File: src/rtl/can_mode_pkg.sv
package can_mode_pkg;
  typedef enum logic [2:0] {
    MS_RUN       = 3'd0,
    MS_FRZ_WAIT  = 3'd1,
    MS_FRZ_DRAIN = 3'd2,
    MS_FROZEN    = 3'd3,
    MS_DIS_WAIT  = 3'd4,
    MS_DIS_DRAIN = 3'd5,
    MS_OFF       = 3'd6,
    MS_RESYNC    = 3'd7
  } mode_t;
endpackage

File: src/rtl/can_mode_safept.sv
module can_mode_safept #(
  parameter int IMSN_W    = 2,
  parameter int IMSN_LAST = 2
) (
  input  logic              bus_idle,
  input  logic              in_imsn,
  input  logic [IMSN_W-1:0] imsn_idx,
  input  logic              err_passive,
  input  logic              bus_off,
  input  logic              bit_tick,
  input  logic              rx_core,
  output logic              frz_safe,
  output logic              dis_safe
);
  localparam logic [IMSN_W-1:0] LastIdx = IMSN_W'(IMSN_LAST);

  logic last_imsn_recessive;

  always_comb begin
    last_imsn_recessive = in_imsn && (imsn_idx == LastIdx) && bit_tick && rx_core;
    frz_safe = bus_idle || in_imsn || err_passive || bus_off;
    dis_safe = bus_idle || bus_off || last_imsn_recessive;
  end
endmodule

File: src/rtl/can_mode_resync.sv
module can_mode_resync #(
  parameter int BITS = 11
) (
  input  logic clk,
  input  logic rst_n,
  input  logic active,
  input  logic bit_tick,
  input  logic rx,
  output logic done
);
  localparam int CW = $clog2(BITS + 1);
  localparam logic [CW-1:0] LastCnt = CW'(BITS - 1);

  logic [CW-1:0] cnt_q;

  assign done = active && bit_tick && rx && (cnt_q == LastCnt);

  always_ff @(posedge clk or negedge rst_n) begin
    if (!rst_n)               cnt_q <= '0;
    else if (!active)         cnt_q <= '0;
    else if (bit_tick) begin
      if (!rx || done)        cnt_q <= '0;
      else                    cnt_q <= cnt_q + 1'b1;
    end
  end

  // count never runs past the last recessive bit
  p_cnt_bound_r5: assert property (@(posedge clk) disable iff (!rst_n)
    cnt_q <= LastCnt);

  // a dominant sample restarts the count
  p_dominant_restart_r5: assert property (@(posedge clk) disable iff (!rst_n)
    (active && bit_tick && !rx) |=> (cnt_q == '0));
endmodule

File: src/rtl/can_mode_pinmux.sv
module can_mode_pinmux (
  input  logic halted,
  input  logic tx_quiet,
  input  logic lpb_req,
  input  logic tx_bit,
  input  logic rx_pin,
  output logic tx_pin,
  output logic rx_core
);
  always_comb begin
    tx_pin  = (halted || tx_quiet || lpb_req) ? 1'b1 : tx_bit;
    if (halted)       rx_core = 1'b1;
    else if (lpb_req) rx_core = tx_bit;
    else              rx_core = rx_pin;
  end
endmodule

File: src/rtl/can_mode_seq.sv
module can_mode_seq
  import can_mode_pkg::*;
#(
  parameter int RESYNC_BITS = 11,
  parameter int IMSN_W      = 2,
  parameter int IMSN_LAST   = 2
) (
  input  logic              clk,
  input  logic              rst_n,
  input  logic              brk_req,
  input  logic              halt_req,
  input  logic              dis_req,
  input  logic              lpb_req,
  input  logic              bus_idle,
  input  logic              in_imsn,
  input  logic [IMSN_W-1:0] imsn_idx,
  input  logic              err_passive,
  input  logic              bus_off,
  input  logic              core_busy,
  input  logic              bit_tick,
  input  logic              rx_pin,
  input  logic              tx_bit,
  output logic              presc_en,
  output logic              clk_en,
  output logic              tx_pin,
  output logic              rx_core,
  output logic              not_ready,
  output logic              frz_ack,
  output logic              lp_ack,
  output logic              ecnt_wr_en,
  output logic              acc_block
);
  mode_t state_q, state_d;
  logic  frz_req, frz_safe, dis_safe, resync_done;
  logic  halted, in_resync;

  assign frz_req   = brk_req || halt_req;
  assign halted    = (state_q == MS_FROZEN) || (state_q == MS_OFF);
  assign in_resync = (state_q == MS_RESYNC);

  can_mode_pinmux u_pinmux (
    .halted   (halted),
    .tx_quiet (in_resync),
    .lpb_req  (lpb_req),
    .tx_bit   (tx_bit),
    .rx_pin   (rx_pin),
    .tx_pin   (tx_pin),
    .rx_core  (rx_core)
  );

  can_mode_safept #(.IMSN_W(IMSN_W), .IMSN_LAST(IMSN_LAST)) u_safept (
    .bus_idle    (bus_idle),
    .in_imsn     (in_imsn),
    .imsn_idx    (imsn_idx),
    .err_passive (err_passive),
    .bus_off     (bus_off),
    .bit_tick    (bit_tick),
    .rx_core     (rx_core),
    .frz_safe    (frz_safe),
    .dis_safe    (dis_safe)
  );

  can_mode_resync #(.BITS(RESYNC_BITS)) u_resync (
    .clk      (clk),
    .rst_n    (rst_n),
    .active   (in_resync),
    .bit_tick (bit_tick),
    .rx       (rx_core),
    .done     (resync_done)
  );

  always_comb begin
    state_d = state_q;
    unique case (state_q)
      MS_RUN: begin
        if (dis_req)      state_d = MS_DIS_WAIT;
        else if (frz_req) state_d = MS_FRZ_WAIT;
      end
      MS_FRZ_WAIT: begin
        if (!frz_req)       state_d = MS_RUN;
        else if (frz_safe)  state_d = core_busy ? MS_FRZ_DRAIN : MS_FROZEN;
      end
      MS_FRZ_DRAIN: begin
        if (!frz_req)       state_d = MS_RUN;
        else if (!core_busy) state_d = MS_FROZEN;
      end
      MS_FROZEN: begin
        if (dis_req)       state_d = MS_OFF;
        else if (!frz_req) state_d = MS_RESYNC;
      end
      MS_DIS_WAIT: begin
        if (!dis_req)      state_d = MS_RUN;
        else if (dis_safe) state_d = core_busy ? MS_DIS_DRAIN : MS_OFF;
      end
      MS_DIS_DRAIN: begin
        if (!dis_req)        state_d = MS_RUN;
        else if (!core_busy) state_d = MS_OFF;
      end
      MS_OFF: begin
        if (!dis_req) state_d = frz_req ? MS_FROZEN : MS_RESYNC;
      end
      MS_RESYNC: begin
        if (dis_req)          state_d = MS_OFF;
        else if (frz_req)     state_d = MS_FROZEN;
        else if (resync_done) state_d = MS_RUN;
      end
      default: state_d = MS_RESYNC;
    endcase
  end

  always_ff @(posedge clk or negedge rst_n) begin
    if (!rst_n) state_q <= MS_RESYNC;
    else        state_q <= state_d;
  end

  always_comb begin
    presc_en   = !halted;
    clk_en     = (state_q != MS_OFF);
    lp_ack     = (state_q == MS_OFF);
    frz_ack    = (state_q == MS_FROZEN);
    ecnt_wr_en = (state_q == MS_FROZEN);
    acc_block  = (state_q == MS_OFF);
    not_ready  = halted || in_resync;
  end

  // freeze and low-power acknowledge never together
  p_ack_excl_r6: assert property (@(posedge clk) disable iff (!rst_n)
    !(frz_ack && lp_ack));

  // counter write permission only with freeze acknowledged
  p_ecnt_frozen_r4: assert property (@(posedge clk) disable iff (!rst_n)
    ecnt_wr_en |-> (frz_ack && !presc_en));

  // entering freeze from the wait path requires drained activity
  p_frz_drained_r2: assert property (@(posedge clk) disable iff (!rst_n)
    ($rose(frz_ack) && $past(state_q == MS_FRZ_WAIT || state_q == MS_FRZ_DRAIN))
      |-> $past(!core_busy));

  // halted modes keep Tx recessive
  p_tx_quiet_r3: assert property (@(posedge clk) disable iff (!rst_n)
    (frz_ack || lp_ack) |-> (tx_pin && rx_core));

  // low-power means gated clocks and blocked accesses
  p_off_gated_r8: assert property (@(posedge clk) disable iff (!rst_n)
    lp_ack |-> (!clk_en && acc_block && not_ready));

  // rejoining the bus only on a recessive sample tick
  p_rejoin_r5: assert property (@(posedge clk) disable iff (!rst_n)
    $fell(not_ready) |-> $past(bit_tick && rx_core));

  // disable while frozen acts on the next cycle
  p_off_from_frz_r6: assert property (@(posedge clk) disable iff (!rst_n)
    (frz_ack && dis_req) |=> lp_ack);
endmodule

File: config.mk
export PLATFORM = sky130hd
export DESIGN_NAME = can_mode_seq
export DESIGN_NICKNAME = d
export VERILOG_FILES = /design/src/rtl/can_mode_pkg.sv /design/src/rtl/can_mode_safept.sv /design/src/rtl/can_mode_resync.sv /design/src/rtl/can_mode_pinmux.sv /design/src/rtl/can_mode_seq.sv
export SDC_FILE = /design/constraint.sdc
export NUM_CORES = 1
export LEC_CHECK = 0
export ABC_AREA = 0
export BUFFER_PORTS_ARGS = -buffer_cell sky130_fd_sc_hd__buf_2
export CAP_MARGIN = 20
export CORE_MARGIN = 3
export CORE_UTILIZATION = 52
export CTS_BUF_LIST = sky130_fd_sc_hd__clkbuf_4 sky130_fd_sc_hd__clkbuf_8 sky130_fd_sc_hd__clkbuf_16
export CTS_CLUSTER_DIAMETER = 60
export CTS_CLUSTER_SIZE = 8
export DETAILED_ROUTE_END_ITERATION = 12
export PLACE_DENSITY = 0.83
export RECOVER_POWER = 25
export SLEW_MARGIN = 20
export SYNTH_ARGS = -nofsm -noshare
export SYNTH_HDL_FRONTEND = slang
export SYNTH_SLANG_ARGS = --single-unit
File: constraint.sdc
create_clock -name clk -period 2.75 [get_ports clk]
set_clock_uncertainty 0.1 [all_clocks]
set_input_delay 0.4125 -clock clk [delete_from_list [all_inputs] [get_ports clk]]
set_output_delay 0.4125 -clock clk [all_outputs]
set_load 0.1 [all_outputs]
# ---- Word level (Yosys, flattened, before mapping)
# Cells that the tools add are included.
dict set report op_classes {
  n_addsub 1
  eq_ne 19
  mux 26
  reduce_logical 20
}
# cell count
set op_table {}
lappend op_table {{3-bit two-way mux} 17}
lappend op_table {{3-bit case mux with 8 select lines} 1}
lappend op_table {{3-bit inequality test, second input constant} 7}
lappend op_table {{3-bit == test, second input constant} 4}
lappend op_table {{4-bit two-way mux} 3}
lappend op_table {{1-bit logical OR} 10}
lappend op_table {{8-bit AND reduction} 1}
lappend op_table {{3-bit by 2-bit == test with 1-bit output, second input constant} 2}
lappend op_table {{1-bit logical AND} 6}
lappend op_table {{4-bit by 1-bit adder with 4-bit output, second input constant} 1}
lappend op_table {{4-bit == test, second input constant} 1}
lappend op_table {{1-bit two-way mux} 4}
lappend op_table {{2-bit inequality test, second input constant} 2}
lappend op_table {{4-bit by 3-bit inequality test with 1-bit output, second input constant} 1}
lappend op_table {{3-bit by 1-bit == test with 1-bit output, second input constant} 1}
lappend op_table {{3-bit zero test} 1}
lappend op_table {{2-bit == test, second input constant} 1}
lappend op_table {{1-bit zero test} 2}
lappend op_table {{2-bit two-way mux} 1}
dict set report word_totals {
  regBits 7
  inputBits 16
}

# ---- Longest topological paths before layout
# Gate-level depths: netlist of run 1.
dict set report logic_depth {
  ltp_word 9
  ltp_mapped 7
}

# ---- By module
# Synthesis of run 1 repeated with hierarchy kept, for this count alone.
dict set report hier_totals {
  hier_cells 95
  hier_area_um2 735.7
}
# module instances cells_each area_per_inst_um2
set by_module_without_submodules {}
lappend by_module_without_submodules {can_mode_seq 1 63 440.4}
lappend by_module_without_submodules {can_mode_resync 1 26 245.2}
lappend by_module_without_submodules {can_mode_safept 1 3 27.5}
lappend by_module_without_submodules {can_mode_pinmux 1 3 22.5}

# ---- Least setup slack after synthesis of run 1
# Ideal clock, no wire load.
dict set report synth_timing {
  path_kind {register to output}
  startpoint {register state_q[1]}
  endpoint {output port lp_ack}
  arrival_time_ns 3.052
  setup_slack_ns -0.815
  stages_incl_launch_ff 7
  path_cell_list {dfstp_2 > buf_2 > clkbuf_1 > nor2b_1 > nand2_1 > inv_1 > buf_4}
}
dict set report synth_via {
  elab_chain_cells 1
}
# element line
set synth_rtl {}
lappend synth_rtl {{start, declared} can_mode_seq.sv:33} ;# mode_t state_q, state_d;
lappend synth_rtl {{start signal, assigned} can_mode_seq.sv:113} ;# else state_q <= state_d;
lappend synth_rtl {{3-bit == test} -}
lappend synth_rtl {{end, declared} can_mode_seq.sv:29} ;# output logic lp_ack,
# Every way passes these cells.

# ---- Worst setup path after layout of run 1
dict set report layout_timing {
  startpoint {register state_q[1]}
  endpoint {output port acc_block}
}
dict set report layout_via {
  elab_chain_cells 1
}
# element line
set layout_rtl {}
lappend layout_rtl {{3-bit == test} can_mode_seq.sv:122} ;# acc_block = (state_q == MS_OFF);
lappend layout_rtl {{end, declared} can_mode_seq.sv:31} ;# output logic acc_block
# Every way passes these cells.

==> run_results.csv, run 1 <==
group,metric,value,unit
run_status,status,"finished clean",
synthesis,synth_common_cells,"9 x o21ai_0, 5 x nand3_1, 5 x nor2b_1",
clock_network,htreeDepth,1,
synthesis,avgSynthCellArea,8.278,sq um
synthesis,yosys_warnings,0,
setup_path,cp_data_required_time,2.24,ns
sta,timing.fmax,416.2,MHz
die,fp.dieW,43,um
sta,max-slew-margin-rel,67.81,%
die,num_rows,12,
drt,drt-initial-drc-count,16,
synthesis,seq_area_frac_synth,25.13,%
clock_network,cts-buffers-inserted,3,
global_routing,grt.overflow.total,0,
drt,vias,707,
synthesis,synth_largest_area_cell,"dfrtp_1",
setup_path,path_cells,"nor2b_1, nand2_4, clkinvlp_4, buf_2",
clock_network,cts_tree,"built",
global_routing,grt_pass1_wl,2891,um
synthesis,async_reset_ff_share,100.0,%
sta,post-route-min-period,2.403,ns
setup_path,crit_path_max_incr_delay,0.72,ns
synthesis,synth-edff-count,0,
drt,wirelength,1699,um
sta,final_max_slew_viol_count,0,
clock_network,clockBufferDepth,2,
flow_run,drv_cap,0,
synthesis,synthDominantCellAreaShare,14.06,%
die,initial_core_util,60.02,%
worst_hold_path,min-delay-path-class,"reg2reg",
global_routing,antenna_found_initial,0,
setup_path,path_max_fanout,21,
die,die_h,43,um
global_routing,grt_util_met1,25.58,%
finish,multi_input_area,483.0,sq um
sta,hold_viol,0,
place,globalplace.congestion,0.6949,
global_routing,top_usage_layer,"met2",
die,dieArea,0.001849,sq mm
finish,post-route-util,72.26,%
global_routing,use_met3,8.898,%
synthesis,netlist_top_cells_area,"dfrtp_1 14%, dfstp_2 11%, o21ai_0 6.3%",
sta,rsz0062_at_grt,"false",
finish,syn2layout_area_growth,20.39,%
setup_path,cp-start-kind,"flop",
synthesis,yosys.cell_count.top_type,"o21ai_0",
sta,finalSetupViolCount,0,
synthesis,synth_seq_cells,7,
drt,antenna_left,0,
sta,post-route-period-util,87.38,%
clock_network,post_cts_buffers,0,
finish,fillers,100,
worst_hold_path,hold_depth,1,
global_routing,gr-usage-all-layers,20.48,%
finish,layout.cells.non_filler,121,
synthesis,syn_area,711.9,sq um
clock_network,clk_root_buffer_cell,"clkbuf_4",
global_routing,gr-usage-met2,32.63,%
setup_path,arrival,1.89,ns
synthesis,dominantRegCellSynth,"dfrtp_1",
sta,fin_setup_tns,0,ns
clock_network,clk_latency,0.26,ns
setup_path,crit_path_end_kind,"output port",
drt,drc,0,
place,portBuffers,24,
clock_network,post_cts_resized,0,
die,coreArea,0.001186,sq mm
sta,tightest_slew,0.4862,ns
global_routing,grt_max_degree,22,
synthesis,netlist-cell-type-count,42,
finish,fin_nets,126,
setup_path,reg2regPathDepth,5,
global_routing,grt_pass1_vias,676,
die,pin_count,25,
clock_network,hold_buffers,1,
synthesis,synthCells,86,
synthesis,syn-num-nets,104,
finish,regArea,178.9,sq um
setup_path,path_class,"reg2out",
drt,wl_per_cell,14.04,um
clock_network,cts.sinks,7,
drt,dr.pass1.iters,4,
finish,n_antenna_cell,0,
place,dpl.hpwl,1285,um
place,dp.cells,116,
setup_path,critPathSlowestCell,"dfstp_2",
finish,drive_above_1_share,37.38,%
drt,viasPerCell,5.843,
clock_network,cts.clk_slew.worst_paths,0.05,ns
==> per-layer routing <==
metal | vias to the layer above | routed length, um
li1 | 362 | -
met2 | 17 | 838
met4 | 0 | 0
met5 | - | 0
met1 | 328 | 750
met3 | 0 | 110
==> sequential cells by signal (all words and copies together) (netlist names) <==
register	flops
state_q	3
u_resync.cnt_q	4
==> per-stage QoR <==
step	hold slack [ns]	area (sq um)	setup WS [ns]
after global routing	0.4233	857.1	0.2344
after global placement	0.1474	818.3	0.6498
final	0.4074	857.1	0.3470
after CTS	0.4017	858.3	0.3406
after floorplan	0.01691	725.7	-0.05743
after detailed placement	0.1478	818.3	0.6182
==> layout make-up <==
cell class	count	area share [%]
Tap cell	14	2.044
Sequential cell	7	20.88
Inverter	4	2.190
Timing Repair Buffer	25	15.04
Multi-Input combinational cell	67	56.35
Clock buffer	4	3.504
==> worst max-delay path, delay by kind of cell (launching register included) <==
kind	cells	cell delay [ns]
flops	1	0.72
buf+inv	2	0.48
simple gates	2	0.43
==> cells by family (layout without fill, tap and decap cells) <==
kind of cell    count (synthesis)  count (layout)  synth area share (%)
compound gates                 24              24                 24.43
buf+inv                        12              33                 8.435
mux                             3               3                 4.745
simple gates                   37              37                 31.46
fa+ha+maj                       2               2                 3.514
xor+xnor                        1               1                 2.285
flops                           7               7                 25.13
==> path summary, 6_finish.rpt <==
check / start / to / slack, ns
max: state_q[1] / acc_block / 0.35
min: u_resync.cnt_q[3] / u_resync.cnt_q[3] / 0.41
max reg2reg: state_q[2] / state_q[1] / 0.63
min reg2reg: u_resync.cnt_q[3] / u_resync.cnt_q[3] / 0.41
max in group asynchronous: rst_n / state_q[1] / 1.76
min in group asynchronous: rst_n / u_resync.cnt_q[2] / 0.48
==> cells in the final DEF, fill, tap and decap left out, drive strengths merged, types with 3 or more instances in the layout <==
cell    instances
buf            23
o21ai           9
nor2b           5
nand3           5
clkbuf          5
nor2            4
dfrtp           4
nand2           4
inv             3
nor3            3
nand2b          3
dfstp           3
mux2            3
Power of run 1 is not shown: default switching activity piles up to over one toggle a cycle in this logic, so the estimate is an artifact.
==> inputs of run 2 (changes only) <==
--- a/config.mk
+++ b/config.mk
@@ -8,13 +8,15 @@
 export ABC_AREA = 0
 export BUFFER_PORTS_ARGS = -buffer_cell sky130_fd_sc_hd__buf_2
 export CAP_MARGIN = 20
+export CELL_PAD_IN_SITES_DETAIL_PLACEMENT = 1
+export CELL_PAD_IN_SITES_GLOBAL_PLACEMENT = 1
 export CORE_MARGIN = 3
-export CORE_UTILIZATION = 52
+export CORE_UTILIZATION = 37
 export CTS_BUF_LIST = sky130_fd_sc_hd__clkbuf_4 sky130_fd_sc_hd__clkbuf_8 sky130_fd_sc_hd__clkbuf_16
 export CTS_CLUSTER_DIAMETER = 60
 export CTS_CLUSTER_SIZE = 8
 export DETAILED_ROUTE_END_ITERATION = 12
-export PLACE_DENSITY = 0.83
+export PLACE_DENSITY_LB_ADDON = 0.1
 export RECOVER_POWER = 25
 export SLEW_MARGIN = 20
 export SYNTH_ARGS = -nofsm -noshare
==> run_results.csv, run 2 (synthesized netlist as in run 1, its figures left out) <==
group,metric,value,unit
drt,antenna_left,0,
setup_path,arrival,1.90,ns
sta,post-route-period-util,87.88,%
die,num_rows,15,
clock_network,clk_root_buffer_cell,"clkbuf_4",
clock_network,post_cts_buffers,0,
setup_path,cp-start-kind,"flop",
finish,post-route-util,49.36,%
finish,layout.cells.non_filler,132,
sta,timing.fmax,413.8,MHz
global_routing,grt_pass1_vias,706,
setup_path,path_class,"reg2out",
global_routing,gr-usage-all-layers,16.49,%
clock_network,htreeDepth,1,
clock_network,clk_latency,0.25,ns
place,globalplace.congestion,0.7818,
clock_network,cts-buffers-inserted,3,
run_status,status,"finished clean",
finish,regMostFlops,"u_resync.cnt_q",
drt,dr.pass1.iters,4,
global_routing,grt_max_degree,22,
finish,layout_common_cells,"23 x buf_2, 9 x o21ai_0, 5 x nor2b_1, 5 x nand3_1",
finish,syn2layout_area_growth,22.32,%
drt,wl_per_cell,14.05,um
drt,viasPerCell,5.371,
setup_path,cp.buffers_inverters,2,
place,dpl_worst_slack,0.6010,ns
finish,n_antenna_cell,0,
clock_network,hold_buffers,1,
global_routing,antenna_found_initial,0,
clock_network,cts.clk_slew.worst_paths,0.05,ns
sta,whs,0.4064,ns
clock_network,cts.sinks,7,
worst_hold_path,hold_depth,1,
die,die_h,49.87,um
sta,max-slew-margin-rel,67.71,%
place,dpl.hpwl,1405,um
global_routing,grt.overflow.total,0,
setup_path,crit_path_max_incr_delay,0.73,ns
worst_hold_path,min-delay-path-class,"reg2reg",
global_routing,grt_pass1_wl,3208,um
setup_path,path_cells,"nor2b_1, nand2_4, clkinvlp_4, buf_2",
sta,rsz0062_at_grt,"false",
clock_network,clockBufferDepth,2,
finish,top_regs,"u_resync.cnt_q (4), state_q (3)",
place,portBuffers,24,
sta,post-route-min-period,2.417,ns
setup_path,crit_cells,4,
sta,final_max_slew_viol_count,0,
die,initial_core_util,40.35,%
finish,fin_nets,126,
drt,vias,709,
die,fp.dieW,49.87,um
drt,drt-initial-drc-count,11,
clock_network,post_cts_resized,0,
drt,wirelength,1854,um
setup_path,critPathSlowestCell,"dfstp_2",
place,dp.cells,127,
die,dieArea,0.002487,sq mm
setup_path,cp_data_required_time,2.24,ns
sta,tightest_slew,0.4877,ns
setup_path,path_max_fanout,21,
sta,hold_viol,0,
finish,layout_commonest_cell,"buf_2",
die,coreArea,0.001764,sq mm
sta,finalSetupViolCount,0,
die,pin_count,25,
finish,largest_register_ffs,4,
setup_path,reg2regPathDepth,5,
finish,drive_above_1_share,37.38,%
setup_path,crit_path_end_kind,"output port",
clock_network,cts_tree,"built",
flow_run,drv_cap,0,
drt,drc,0,
setup_path,critPathTopFamily,"flip-flops",
sta,fin_ws,0.3332,ns
[run 2: path summary, 6_finish.rpt]
check	startpoint	slack, ns	to
setup / recovery	state_q[1]	0.33	acc_block
hold / removal	u_resync.cnt_q[3]	0.41	u_resync.cnt_q[3]
setup reg to reg	state_q[2]	0.62	state_q[0]
hold reg to reg	u_resync.cnt_q[3]	0.41	u_resync.cnt_q[3]
max in group asynchronous	rst_n	1.72	state_q[1]
min in group asynchronous	rst_n	0.50	u_resync.cnt_q[2]
[run 2: layout make-up]
cell class / count / area, sq um
sequential: 7 / 178.9
fill: 242 / 893.4
inverter: 4 / 18.77
clock buffer: 4 / 30.03
tap: 25 / 31.28
multi-input combinational: 67 / 483.0
timing repair buffer: 25 / 128.9
[run 2: per-stage QoR]
step,TNS [ns],instance area (sq um)
3_5_place_dp,0,832.0
5_1_grt,0,870.8
2_1_floorplan,-0.05743,725.7
3_3_place_gp,0,832.0
6_report,0,870.8
4_1_cts,0,872.1
[run 2: layer usage]
layer	vias to the layer above	global-route usage [%]	part of all wire [%]
met4	0	2.765	0
li1	356	-	-
met2	21	26.65	46
met3	0	5.740	6.5
met1	332	21.34	48
met5	-	0	0
Power of run 2 is left out for the same reason.
==> inputs of run 3 (changes only) <==
==> constraint.sdc (replaced) <==
create_clock -name clk -period 2.75 [get_ports clk]
set_clock_uncertainty 0.1 [all_clocks]
set_input_delay 0.1375 -clock clk [delete_from_list [all_inputs] [get_ports clk]]
set_output_delay 0.1375 -clock clk [all_outputs]
set_load 0.1 [all_outputs]
==> run_results.csv, run 3 (synthesized netlist as in run 1, its figures left out) <==
group,metric,value,unit
run_status,status,"finished clean",
die,die_h,49.87,um
finish,layout_commonest_cell,"buf_2",
finish,fin_nets,126,
sta,finalSetupViolCount,0,
drt,vias,713,
place,globalplace.congestion,0.7107,
drt,viasPerCell,5.402,
sta,hold_viol,0,
finish,fillers,241,
clock_network,cts_tree,"built",
sta,max-slew-margin-rel,67.26,%
finish,largest_register_ffs,4,
sta,final_max_slew_viol_count,0,
finish,n_antenna_cell,0,
global_routing,gr-usage-all-layers,15.67,%
clock_network,clk_root_buffer_cell,"clkbuf_4",
setup_path,arrival,1.91,ns
sta,fin_setup_tns,0,ns
die,coreArea,0.001764,sq mm
finish,regMostFlops,"u_resync.cnt_q",
setup_path,reg2regPathDepth,5,
clock_network,htreeDepth,1,
sta,post-route-period-util,77.97,%
drt,wl_per_cell,13.29,um
global_routing,grt.overflow.total,0,
finish,syn2layout_area_growth,21.44,%
die,pin_count,25,
sta,timing.fmax,466.4,MHz
setup_path,path_class,"reg2out",
sta,tightest_slew,0.4945,ns
worst_hold_path,min_to,"u_resync.cnt_q[0]",
setup_path,reg2reg_to,"state_q[0]",
finish,layout_common_cells,"23 x buf_2, 9 x o21ai_0, 5 x nor2b_1, 5 x nand3_1",
die,fp.dieW,49.87,um
clock_network,cts.sinks,7,
drt,wirelength,1754,um
place,placed_area,825.8,sq um
global_routing,grt_pass1_wl,3070,um
drt,dr.pass1.iters,4,
setup_path,cp_data_required_time,2.51,ns
clock_network,post_cts_resized,0,
clock_network,clockBufferDepth,2,
finish,top_regs,"u_resync.cnt_q (4), state_q (3)",
global_routing,grt_pass1_vias,687,
finish,drive_above_1_share,36.45,%
setup_path,path_max_fanout,21,
global_routing,grt_max_degree,22,
clock_network,cts-buffers-inserted,3,
worst_hold_path,hold_depth,4,
setup_path,crit_path_end_kind,"output port",
flow_run,drv_cap,0,
clock_network,cts.clk_slew.worst_paths,0.05,ns
place,dpl.hpwl,1402,um
setup_path,r2r-start,"state_q[2]",
clock_network,post_cts_buffers,0,
setup_path,r2r_slack,0.67,ns
worst_hold_path,hp-start,"bit_tick",
sta,post-route-min-period,2.144,ns
die,dieArea,0.002487,sq mm
drt,drc,0,
global_routing,antenna_found_initial,0,
setup_path,crit_start,"state_q[1]",
drt,drt-initial-drc-count,12,
clock_network,hold_buffers,1,
setup_path,cp-start-kind,"flop",
place,portBuffers,24,
worst_hold_path,min-delay-path-class,"in2reg",
die,initial_core_util,40.35,%
sta,rsz0062_at_grt,"false",
clock_network,clk_latency,0.24,ns
drt,antenna_left,0,
finish,final_cell_area,864.6,sq um
die,num_rows,15,
[run 3: cell counts in the layout (fill, tap and decap cells not counted)]
Identical to the previous run, type by type.
[run 3: stage by stage]
stage	hold WS, ns	cells	setup slack (ns)	util (%)
final	0.1733	132	0.6058	49.01
after global routing	0.2217	132	0.4484	49.01
after CTS	0.1529	132	0.5790	49.08
after detailed placement	-0.1220	127	0.6732	46.81
after global placement	-0.1201	127	0.7427	46.81
after floorplan	-0.2581	86	0.06323	-
[run 3: final cells by class]
type,count,area (sq um),share of cell area [%]
inverter,4,18.77,2.171
clock buffer,4,30.03,3.473
timing repair buffer,25,128.9,14.91
tap,25,31.28,3.618
multi-input combinational,67,476.7,55.14
sequential,7,178.9,20.69
[run 3: worst max-delay path, cell delays in order, from the launching register on]
cell	delay, ns
dfstp_2	0.73
nor2b_1	0.31
nand2_2	0.11
clkinvlp_4	0.09
buf_2	0.42
[run 3: metal layers]
| layer | up-vias | part of all wire, % | global-route usage (%) |
|---|---|---|---|
| met3 | 2 | 3.5 | 1.813 |
| met1 | 336 | 44 | 19.11 |
| li1 | 359 | - | - |
| met5 | - | 0 | 0 |
| met2 | 16 | 52 | 28.63 |
| met4 | 0 | 0.97 | 4.147 |
[run 3: how the worst max path moves through the flow]
stage | end | slack, ns
after floorplan | lp_ack | 0.06
after global placement | state_q[1] | 0.74
after detailed placement | state_q[1] | 0.67
after CTS | lp_ack | 0.58
after global routing | lp_ack | 0.45
final | lp_ack | 0.61
Power of run 3 is left out for the same reason.
